===== src/rtl/jump_pc_pkg.sv =====
package jump_pc_pkg;
  // Width of the condition-select field
  localparam int unsigned JSEL_W = 3;
  // Bit positions inside the condition-select field
  localparam int unsigned JB_POS  = 0;
  localparam int unsigned JB_ZERO = 1;
  localparam int unsigned JB_NEG  = 2;

  typedef enum logic [1:0] {
    PC_RESET = 2'd0,
    PC_LOAD  = 2'd1,
    PC_INCR  = 2'd2,
    PC_HOLD  = 2'd3
  } pc_action_e;
endpackage


===== src/rtl/jump_cond_eval.sv =====
module jump_cond_eval
  import jump_pc_pkg::*;
#(
  parameter int unsigned SEL_W = JSEL_W
) (
  input  logic             is_compute,
  input  logic [SEL_W-1:0] jbits,
  input  logic             alu_zero,
  input  logic             alu_neg,
  output logic             take
);
  logic [SEL_W-1:0] hit;
  logic             result_pos;

  assign result_pos = ~alu_zero & ~alu_neg;

  // One condition per select bit, each evaluated on its own
  for (genvar i = 0; i < SEL_W; i++) begin : g_cond
    if (i == JB_NEG) begin : g_neg
      assign hit[i] = jbits[i] & alu_neg;
    end else if (i == JB_ZERO) begin : g_zero
      assign hit[i] = jbits[i] & alu_zero;
    end else if (i == JB_POS) begin : g_pos
      assign hit[i] = jbits[i] & result_pos;
    end else begin : g_unused
      assign hit[i] = 1'b0;
    end
  end

  // Only compute instructions can branch
  assign take = is_compute & (|hit);
endmodule


===== src/rtl/pc_counter.sv =====
module pc_counter
  import jump_pc_pkg::*;
#(
  parameter int unsigned W = 16
) (
  input  logic         clk,
  input  logic         rst,
  input  logic         load,
  input  logic         inc,
  input  logic [W-1:0] din,
  output logic [W-1:0] q
);
  pc_action_e act;

  always_comb begin
    if (rst)       act = PC_RESET;
    else if (load) act = PC_LOAD;
    else if (inc)  act = PC_INCR;
    else           act = PC_HOLD;
  end

  always_ff @(posedge clk) begin
    case (act)
      PC_RESET: q <= '0;
      PC_LOAD:  q <= din;
      PC_INCR:  q <= q + W'(1);
      default:  q <= q;
    endcase
  end
endmodule


===== src/rtl/jump_pc_unit.sv =====
module jump_pc_unit
  import jump_pc_pkg::*;
#(
  parameter int unsigned ADDR_W = 16
) (
  input  logic              clk,
  input  logic              rst,
  input  logic              is_compute,
  input  logic [JSEL_W-1:0] jbits,
  input  logic              alu_zero,
  input  logic              alu_neg,
  input  logic [ADDR_W-1:0] a_value,
  output logic [ADDR_W-1:0] pc
);
  logic take_w;

  jump_cond_eval #(.SEL_W(JSEL_W)) u_cond (
    .is_compute (is_compute),
    .jbits      (jbits),
    .alu_zero   (alu_zero),
    .alu_neg    (alu_neg),
    .take       (take_w)
  );

  // The taken decision drives load; its complement drives increment
  pc_counter #(.W(ADDR_W)) u_pc (
    .clk  (clk),
    .rst  (rst),
    .load (take_w),
    .inc  (~take_w),
    .din  (a_value),
    .q    (pc)
  );
endmodule


===== config.mk =====
export PLATFORM = sky130hd
export DESIGN_NAME = jump_pc_unit
export DESIGN_NICKNAME = d
export VERILOG_FILES = /design/src/rtl/jump_pc_pkg.sv /design/src/rtl/jump_cond_eval.sv /design/src/rtl/pc_counter.sv /design/src/rtl/jump_pc_unit.sv
export SDC_FILE = /design/constraint.sdc
export NUM_CORES = 1
export LEC_CHECK = 0
export BUFFER_PORTS_ARGS = -buffer_cell sky130_fd_sc_hd__buf_2
export CORE_MARGIN = 2
export CORE_UTILIZATION = 51
export DETAILED_ROUTE_END_ITERATION = 8
export GPL_ROUTABILITY_DRIVEN = 0
export PLACE_DENSITY = 0.83
export SLEW_MARGIN = 10
export SYNTH_ARGS = -nofsm -noshare
export SYNTH_HDL_FRONTEND = slang
export SYNTH_SLANG_ARGS = --single-unit

===== constraint.sdc =====
create_clock -name clk -period 2.89 [get_ports clk]
set_input_delay 0.289 -clock clk [delete_from_list [all_inputs] [get_ports clk]]
set_output_delay 0.289 -clock clk [all_outputs]
set_load 0.05 [all_outputs]

### After elaboration in Yosys (flattened, before gate mapping)

Cells that the tools add are included.

| storage, ports and cells | value |
|---|---|
| register bits | 16 |
| input bits | 24 |

| cells by class | value |
|---|---|
| reduce and logical (&&, ||, !) cells | 3 |
| $add $sub $neg | 1 |
| bitwise gates (word level) | 7 |
| eq/ne operators | 2 |
| muxes and demuxes | 3 |

Operators with widths:

| cell | count |
|---|---|
| 16-bit one-hot mux with 3 select lines | 1 |
| 16-bit by 1-bit adder with 16-bit output (second input constant) | 1 |
| 1-bit AND | 5 |
| 2-bit 2-to-1 mux | 2 |
| 3-bit nonzero test | 1 |
| 3-bit OR reduction | 1 |
| 2-bit by 1-bit == test with 1-bit output (second input constant) | 1 |
| 2-bit == test (second input constant) | 1 |
| 2-bit zero test | 1 |
| 1-bit inverter | 2 |

### Longest topological paths before layout

Gate-level depths: netlist of run 1.

| depth | value |
|---|---|
| word-level depth | 9 |
| gate-level depth with buffers | 5 |

### Hierarchy

From an unflattened synthesis of run 1, not the netlist that was laid out.

| second synthesis, totals | value |
|---|---|
| cells, all modules | 100 |
| area, all modules | 1021.0 sq um |

Modules (own cells, without submodules):

| module | area an instance (sq um) | times used | cells an instance | sequential area each (sq um) |
|---|---|---|---|---|
| pc_counter | 993.5 | 1 | 96 | 480.5 |
| jump_cond_eval | 23.8 | 1 | 3 | 0.0 |
| jump_pc_unit | 3.8 | 1 | 1 | 0.0 |

### Worst setup path before layout of run 1

Ideal clock, no wire load.

| path | value |
|---|---|
| path type | register to register |
| from | register u_pc.q[0] |
| to | register u_pc.q[14], data pin |
| setup slack | 0.948 ns |
| cell stages (with the launch flop) | 6 |
| buffers on the path | 0 |
| library setup time | 0.273 ns |
| clock period less this slack | 1.942 ns |
| required time | 2.617 ns |
| data arrival time | 1.668 ns |
| cell sequence | edfxtp_1 ha_1 nand2_1 nor4_2 xnor2_1 a211oi_2 |

| on the way | value |
|---|---|
| word-level cells in the longest chain between the ends | 2 |

Ends and longest elaborated chain:

| what | line | text |
|---|---|---|
| start, declared | pc_counter.sv:11 | `output logic [W-1:0] q` |
| start signal, assigned | pc_counter.sv:25 | `PC_LOAD: q <= din;` |
| start signal, assigned | pc_counter.sv:26 | `PC_INCR: q <= q + W'(1);` |
| start signal, assigned | pc_counter.sv:27 | `default: q <= q;` |
| 16-bit by 1-bit adder with 16-bit output | pc_counter.sv:26 |  |
| 16-bit one-hot mux with 3 select lines | pc_counter.sv:23 | `case (act)` |

Every way passes these cells.
A chain may end at the register's enable or synchronous reset.

### Worst setup path after layout of run 1

| path | value |
|---|---|
| from | register u_pc.q[0] |
| to | register u_pc.q[12], data pin |

The elaborated chain is that of the path after synthesis.

==> results of run 1 <==
-- metrics by stage --
step,util,cells,setup slack [ns]
finish,0.695,178,1.18
global route,0.695,178,1.04
CTS,0.695,178,1.16
detailed placement,0.681,174,0.964
global placement,0.681,174,1.03
floorplan,-,112,0.948
-- layout make-up --
| cell class | instances | area share |
|---|---|---|
| Multi-Input combinational cell | 90 | 0.446 |
| Sequential cell | 16 | 0.356 |
| Timing Repair Buffer | 40 | 0.150 |
| Tap cell | 27 | 0.0250 |
| Clock buffer | 3 | 0.0167 |
| Clock inverter | 1 | 0.00278 |
| Inverter | 1 | 0.00278 |
-- worst paths after layout --
path,depth (start not counted),startpoint,to
setup / recovery,5,u_pc.q[0],u_pc.q[12]
setup reg to reg,5,u_pc.q[0],u_pc.q[12]
hold reg to reg,1,u_pc.q[0],u_pc.q[0]
hold / removal,3,a_value[1],u_pc.q[1]
-- Yosys cell counts, drive strengths merged --
| cell | instances |
|---|---|
| mux2i | 1 |
| nand3 | 6 |
| nor3 | 3 |
| a22o | 1 |
| nand4 | 3 |
| nor3b | 1 |
| xor2 | 2 |
| nor4 | 4 |
| xnor2 | 12 |
| a211oi | 15 |
| clkbuf | 1 |
| conb | 1 |
| nor2 | 20 |
| buf | 4 |
| nand2 | 4 |
| ha | 1 |
| inv | 1 |
| edfxtp | 16 |
| o21ai | 1 |
-- cells by family after synthesis --
logic type	Yosys count
multiplexers	1
adder cells (fa/ha/maj)	1
flip-flops	16
XOR/XNOR	14
other	1
AND/OR/NAND/NOR	41
AO/OA/AOI/OAI	17
buffers and inverters	6
-- tightest hold or removal path, stage by stage --
cell                      delay (ns)
sky130_fd_sc_hd__buf_2          0.07
sky130_fd_sc_hd__mux2i_1        0.05
sky130_fd_sc_hd__nor2_1         0.07
-- layer usage --
metal  vias to the layer above  track usage
li1                        455            -
met1                       430        0.236
met2                        31        0.349
met3                         5       0.0184
met4                         0       0.0714
met5                         -            0
-- power by group through the flow --
| stage | registers (mW) | clock network [mW] | logic (mW) |
|---|---|---|---|
| final | 0.305 | 0.126 | 0.159 |
| after global placement | 0.309 | 0 | 0.157 |
| after floorplan | 0.366 | 0 | 0.0585 |
| after detailed placement | 0.311 | 0 | 0.159 |
| after CTS | 0.305 | 0.124 | 0.160 |
| after global routing | 0.309 | 0.130 | 0.170 |
==> impl_table.tex, run 1 <==
\begin{tabular}{lr}
\hline
Metric & Value \\
\hline
\multicolumn{2}{l}{\textbf{Outcome}} \\
\quad Result of the run & complete, no violations \\
\multicolumn{2}{l}{\textbf{Synth}} \\
\quad Top-area cell type share of the netlist area & 0.458 \\
\quad Post-Synth Simple-Gate Area & 0.235 \\
\quad Compound-cell area share of the yosys netlist & 0.140 \\
\quad Portion of the post-synthesis area used by sequential elements & 0.458 \\
\quad Largest family of logic cells by synthesized area & simple AND/OR/NAND/NOR gates \\
\quad Cell types with the largest area share after synthesis & sky130\_fd\_sc\_hd\_\_edfxtp\_1 (46\%), sky130\_fd\_sc\_hd\_\_xnor2\_1 (10\%), sky130\_fd\_sc\_hd\_\_a211oi\_1 (7.9\%) \\
\quad Xor/xnor cell area share of the yosys netlist & 0.117 \\
\quad Synth Cell Area & around 0.0010 sq mm \\
\quad Count of warnings emitted by yosys & 0 \\
\quad Mux contribution to synthesized area & 0.00955 \\
\quad Syn\_area\_per\_cell & roughly 11 sq um \\
\quad Gate count after technology mapping & 97 \\
\quad Fraction of the mapped netlist area in adder cells & 0.0119 \\
\quad Number of register bits inferred by synthesis & 16 \\
\quad Synth area leader & sky130\_fd\_sc\_hd\_\_edfxtp\_1 \\
\quad Count of unique library cells instantiated by Yosys & 23 \\
\multicolumn{2}{l}{\textbf{Global routing}} \\
\quad Total congestion overflow after global routing & 0 \\
\quad Vias in the first global route & 875 \\
\quad Total routing resource utilization after global routing & 0.193 \\
\quad Number of antenna violations at the first check in global routing & 0 \\
\quad Maximum number of pins on one net before global-route repair & 19 \\
\quad First-pass GRT wire length & around 3.7 mm \\
\multicolumn{2}{l}{\textbf{Routing}} \\
\quad Via count & 921 \\
\quad Iteration-0 DRC Markers & 10 \\
\quad Initial DRT Pass Iterations & 4 \\
\quad Antenna Violating Nets Remaining & 0 \\
\quad Routed met2 length & about 1.1 mm \\
\quad Detail Route met3 WL & $\sim$100 microns \\
\quad Count of unresolved DRC violations after routing & 0 \\
\quad Drt via density & a little over 5 \\
\quad Average routed wire per standard cell & 12.4 microns \\
\quad Wire length on met1 & around 970 microns \\
\quad Top routing layer in use & met4 \\
\quad Final routed wirelength across all metal layers & 2.20 mm \\
\multicolumn{2}{l}{\textbf{Pwr}} \\
\quad Cell area power density & approximately 440 mW/mm\^{}2 \\
\quad Part of the total power dissipated in the clock network & 0.213 \\
\quad Total leakage power & about 0.52 nW \\
\quad Net load switching power & about 0.21 mW \\
\quad Internal Pwr Total & 0.380 mW \\
\quad Peak supply drop & 0.317 mV \\
\quad Sequential power share & 0.517 \\
\quad Power after layout & between 0.5 and 0.6 mW \\
\quad Switching part of the total & 0.356 \\
\quad Part of the total power dissipated in combinational logic & 0.270 \\
\multicolumn{2}{l}{\textbf{Worst hold path}} \\
\quad Worst min-delay path class & input pin to flip-flop \\
\multicolumn{2}{l}{\textbf{Clock network}} \\
\quad Post-CTS setup-driven buffer insertion count & 0 \\
\quad Hold-fix buffer count after cts & 0 \\
\quad Number of buffers inserted during clock tree synthesis & 3 \\
\quad Clock tree from TritonCTS & done \\
\quad Buffer levels on the longest clock path & 2 \\
\quad Number of H-tree levels & 1 \\
\quad Cell at the root of the clock tree & sky130\_fd\_sc\_hd\_\_clkbuf\_4 \\
\quad Post-cts resize count & 0 \\
\quad Clock insertion delay at the later pin of the skew report & approximately 0.30 ns \\
\quad Clock transition at path regs & 0.09 ns \\
\quad Total number of clock tree sinks & 16 \\
\multicolumn{2}{l}{\textbf{Final layout}} \\
\quad FILL cells & 163 \\
\quad Post-Layout Inst Area & between 0.001 and 0.0015 sq mm \\
\quad Total area of multi-input combinational cells & between 600 and 700 sq um \\
\quad Reg with most FFs & u\_pc.q \\
\quad Largest registers ranked by flip-flop count & u\_pc.q: 16 flops \\
\quad Area growth syn-to-layout & 28.6\% \\
\quad Fraction of layout instances using a drive strength above 1 & 0.364 \\
\quad Number of nets in the layout & around 180 \\
\quad Largest register FFs & 16 \\
\quad Ant diodes & 0 \\
\quad Commonest non-fill, non-tap cell in the layout & sky130\_fd\_sc\_hd\_\_buf\_2 \\
\quad Seq. cell area & $\sim$480 sq um \\
\quad Top library cells by usage in the layout, fill and taps aside & sky130\_fd\_sc\_hd\_\_buf\_2 (39), sky130\_fd\_sc\_hd\_\_nor2\_1 (20), sky130\_fd\_sc\_hd\_\_edfxtp\_1 (16), sky130\_fd\_sc\_hd\_\_conb\_1 (16), sky130\_fd\_sc\_hd\_\_xnor2\_1 (12) \\
\multicolumn{2}{l}{\textbf{Timing}} \\
\quad RSZ-0062 raised after global routing & false \\
\quad Maximum clock rate & 585 MHz \\
\quad Fin Setup TNS & 0 ns \\
\quad Fin crit period & 1.71 ns \\
\quad Worst slack on hold paths & 0.306 ns \\
\quad Final Hold Violating Endpoints & 0 \\
\quad Worst slew margin & 0.616 \\
\quad Slew at the pin closest to its max-slew limit & about 0.58 ns \\
\quad Max-slew violation count & 0 \\
\quad Share of the clock period used by the worst path & 0.591 \\
\quad Worst-case clock skew & 0.00860 ns \\
\quad Total of endpoints with negative setup slack in the final report & 0 \\
\multicolumn{2}{l}{\textbf{Setup path}} \\
\quad Path type of the worst setup path & flip-flop to flip-flop \\
\quad Standard cell with the maximum stage delay on the critical path & sky130\_fd\_sc\_hd\_\_edfxtp\_1 \\
\quad CP Capture Type & flip-flop \\
\quad Buffers and inverters on the worst path & 0 \\
\quad Crit-path max FO & 4 \\
\quad Register-to-register path setup slack & roughly 1.2 ns \\
\quad CP Launch Type & flip-flop \\
\quad Gate family responsible for the most delay along the worst path & simple AND/OR/NAND/NOR gates \\
\quad CP max stage delay & $\sim$0.43 ns \\
\quad Cell-by-cell listing of the critical path & ha\_1, nand2\_1, nor4\_2, xnor2\_1, a211oi\_2 \\
\quad Data required time of the worst path & roughly 2.9 ns \\
\quad Worst endpoint data arrival time & approximately 1.7 ns \\
\multicolumn{2}{l}{\textbf{Floorplanning}} \\
\quad Area of the die & between 0.002 and 0.0025 sq mm \\
\quad Core Footprint & roughly 0.0019 sq mm \\
\quad Initial core utilization & 0.540 \\
\quad Vert. Die Dim & approximately 49 microns \\
\quad Die extent in x & about 49 microns \\
\quad Cell Rows & 16 \\
\quad Top-level port count & 40 \\
\multicolumn{2}{l}{\textbf{Place}} \\
\quad DPL Wire Length & around 1.6 mm \\
\quad Area after detailed placement & 0.00132 sq mm \\
\quad Port-buffer cells & 39 \\
\multicolumn{2}{l}{\textbf{Flow run}} \\
\quad Max-Cap Viols & 0 \\
\hline
\end{tabular}
(Power assumes the default switching activity.)
==> inputs of run 2 (changes only) <==
CORE_UTILIZATION = 43   (was 51)
PLACE_DENSITY = 0.74   (was 0.83)
clock period = 1.5 ns   (was 2.89 ns; I/O delays follow)
==> impl_table.tex, run 2 (same netlist as run 1, synthesis figures left out) <==
\begin{tabular}{lr}
\hline
Metric & Value \\
\hline
\multicolumn{2}{l}{\textbf{Pwr}} \\
\quad Cell area power density & $\sim$770 mW/mm\^{}2 \\
\quad Part of the total power dissipated in the clock network & 0.199 \\
\quad Total leakage power & 0.648 nW \\
\quad Internal Pwr Total & 0.769 mW \\
\quad Power after layout & roughly 1.2 mW \\
\quad Peak supply drop & around 0.53 mV \\
\quad Net load switching power & roughly 0.42 mW \\
\quad Switching part of the total & 0.355 \\
\quad Part of the total power dissipated in combinational logic & 0.313 \\
\quad Sequential power share & 0.488 \\
\multicolumn{2}{l}{\textbf{Final layout}} \\
\quad Top library cells by usage in the layout, fill and taps aside & sky130\_fd\_sc\_hd\_\_buf\_2 (39), sky130\_fd\_sc\_hd\_\_nor2\_1 (18), sky130\_fd\_sc\_hd\_\_buf\_4 (17) \\
\quad FILL cells & around 170 \\
\quad Total area of multi-input combinational cells & 678 sq um \\
\quad Ant diodes & 0 \\
\quad Non-filler instance count after layout & $\sim$200 \\
\quad Commonest non-fill, non-tap cell in the layout & sky130\_fd\_sc\_hd\_\_buf\_2 \\
\quad Seq. cell area & a little under 500 sq um \\
\quad Post-Layout Inst Area & 0.00155 sq mm \\
\quad Fraction of layout instances using a drive strength above 1 & 0.458 \\
\quad Number of nets in the layout & roughly 190 \\
\quad Largest registers ranked by flip-flop count & u\_pc.q: 16 flops \\
\quad Largest register FFs & 16 \\
\quad Post-Route Utilization & 0.686 \\
\quad Area growth syn-to-layout & 47.5\% \\
\quad Reg with most FFs & u\_pc.q \\
\multicolumn{2}{l}{\textbf{Timing}} \\
\quad Worst-case clock skew & around 0.0047 ns \\
\quad Total of endpoints with negative setup slack in the final report & 1 \\
\quad RSZ-0062 raised after global routing & true \\
\quad Fin crit period & $\sim$1.6 ns \\
\quad Max-slew violation count & 0 \\
\quad Share of the clock period used by the worst path & 1.04 \\
\quad Post-route setup slack & -0.0571 ns \\
\quad Maximum clock rate & roughly 640 MHz \\
\quad Final Hold Violating Endpoints & 0 \\
\multicolumn{2}{l}{\textbf{Floorplanning}} \\
\quad Core Footprint & approximately 0.0023 sq mm \\
\quad Top-level port count & 40 \\
\quad Cell Rows & 17 \\
\quad Area of the die & approximately 0.0028 sq mm \\
\quad Vert. Die Dim & 53.4 microns \\
\quad Die extent in x & roughly 53 microns \\
\quad Initial core utilization & 0.465 \\
\multicolumn{2}{l}{\textbf{Setup path}} \\
\quad Register-to-register path setup slack & -0.06 ns \\
\quad Logic depth of the worst register-to-register path & 4 \\
\quad CP Capture Type & flip-flop \\
\quad R2R Path End & u\_pc.q[9] \\
\quad Data required time of the worst path & around 1.5 ns \\
\quad Crit-path max FO & 4 \\
\quad Path type of the worst setup path & flip-flop to flip-flop \\
\quad Worst reg2reg startpoint & u\_pc.q[4] \\
\quad CP Launch Type & flip-flop \\
\quad Worst endpoint data arrival time & between 1.5 and 2 ns \\
\multicolumn{2}{l}{\textbf{Global routing}} \\
\quad First-pass GRT wire length & approximately 3.7 mm \\
\quad Total congestion overflow after global routing & 0 \\
\quad Maximum number of pins on one net before global-route repair & 17 \\
\quad Total routing resource utilization after global routing & 0.181 \\
\quad Vias in the first global route & between 800 and 900 \\
\quad Number of antenna violations at the first check in global routing & 0 \\
\multicolumn{2}{l}{\textbf{Place}} \\
\quad Area after detailed placement & around 0.0014 sq mm \\
\quad DPL Wire Length & 1.83 mm \\
\quad Port-buffer cells & 39 \\
\quad Post-Place Setup Slack & between 0.05 and 0.06 ns \\
\quad Cells after DPL & $\sim$190 \\
\multicolumn{2}{l}{\textbf{Routing}} \\
\quad Initial DRT Pass Iterations & 4 \\
\quad Final routed wirelength across all metal layers & approximately 2.5 mm \\
\quad Via count & 957 \\
\quad Iteration-0 DRC Markers & 18 \\
\quad Drt via density & between 4 and 5 \\
\quad Count of unresolved DRC violations after routing & 0 \\
\quad Antenna Violating Nets Remaining & 0 \\
\quad Average routed wire per standard cell & $\sim$13 microns \\
\multicolumn{2}{l}{\textbf{Clock network}} \\
\quad Clock tree from TritonCTS & done \\
\quad Buffer levels on the longest clock path & 2 \\
\quad Total number of clock tree sinks & 16 \\
\quad Cell at the root of the clock tree & sky130\_fd\_sc\_hd\_\_clkbuf\_4 \\
\quad Clock insertion delay at the later pin of the skew report & 0.29 ns \\
\quad Clock transition at path regs & roughly 0.1 ns \\
\quad Number of buffers inserted during clock tree synthesis & 3 \\
\quad Number of H-tree levels & 1 \\
\multicolumn{2}{l}{\textbf{Worst hold path}} \\
\quad Cells on Worst Hold Path & 3 \\
\quad Worst min-delay path class & input pin to flip-flop \\
\quad End of the worst hold path & u\_pc.q[1] \\
\quad Worst Hold Launch & a\_value[1] \\
\multicolumn{2}{l}{\textbf{Flow run}} \\
\quad Max-Cap Viols & 0 \\
\multicolumn{2}{l}{\textbf{Outcome}} \\
\quad Violations in the final reports & setup timing \\
\quad Result of the run & finished, violations left \\
\hline
\end{tabular}
## run 2: worst max-delay path by stage
stage          startpoint          to  cells past startpoint
6_report        u_pc.q[4]   u_pc.q[9]                      4
5_1_grt         u_pc.q[3]   u_pc.q[9]                      4
4_1_cts         u_pc.q[1]  u_pc.q[12]                      5
3_5_place_dp    u_pc.q[5]  u_pc.q[14]                      4
3_3_place_gp    u_pc.q[1]  u_pc.q[15]                      4
2_1_floorplan   u_pc.q[4]  u_pc.q[14]                      4
## run 2: metal layers
| layer | part of all wire | wire (microns) | vias to the layer above | GRT usage |
|---|---|---|---|---|
| met4 | 0.011 | 27 | 0 | 0.0897 |
| met3 | 0.067 | 163 | 4 | 0.0395 |
| met1 | 0.44 | 1070 | 426 | 0.233 |
| li1 | - | - | 493 | - |
| met2 | 0.48 | 1190 | 34 | 0.282 |
| met5 | 0 | 0 | - | 0 |
## run 2: worst max-delay path: stages, from the launching register on
cell	delay (ns)
sky130_fd_sc_hd__edfxtp_1	0.46
sky130_fd_sc_hd__nand4_2	0.22
sky130_fd_sc_hd__nor3_1	0.37
sky130_fd_sc_hd__xnor2_1	0.16
sky130_fd_sc_hd__a211oi_1	0.08
## run 2: area by class of cell
type,count,share of cell area
clock buffers,3,0.0146
clock inverters,1,0.00243
inverters,1,0.00243
multi-input cells,91,0.439
flip-flops and latches,16,0.311
well taps,28,0.0227
repair buffers,56,0.209
## run 2: repair_timing
action / 4_1_cts / 5_1_grt
gates resized for setup: 0 / 3
buffers inserted: 0 / 6
endpoints found under the hold margin: 0 / 0
setup endpoints to repair: 0 / 5
hold buffers: 0 / 0
## run 2: power by group through the flow
stage / Sequential, mW / Combinational (mW) / Clock, mW
2_1_floorplan: 0.711 / 0.119 / 0
3_3_place_gp: 0.586 / 0.352 / 0
3_5_place_dp: 0.588 / 0.357 / 0
4_1_cts: 0.578 / 0.359 / 0.247
5_1_grt: 0.586 / 0.402 / 0.264
6_report: 0.581 / 0.373 / 0.237
## run 2: through the flow
stage / hold WS [ns] / setup TNS (ns)
4_1_cts: 0.170 / 0
3_5_place_dp: 0.480 / 0
5_1_grt: 0.199 / -0.257
2_1_floorplan: 0.374 / -2.38
6_report: 0.173 / -0.0571
3_3_place_gp: 0.470 / 0
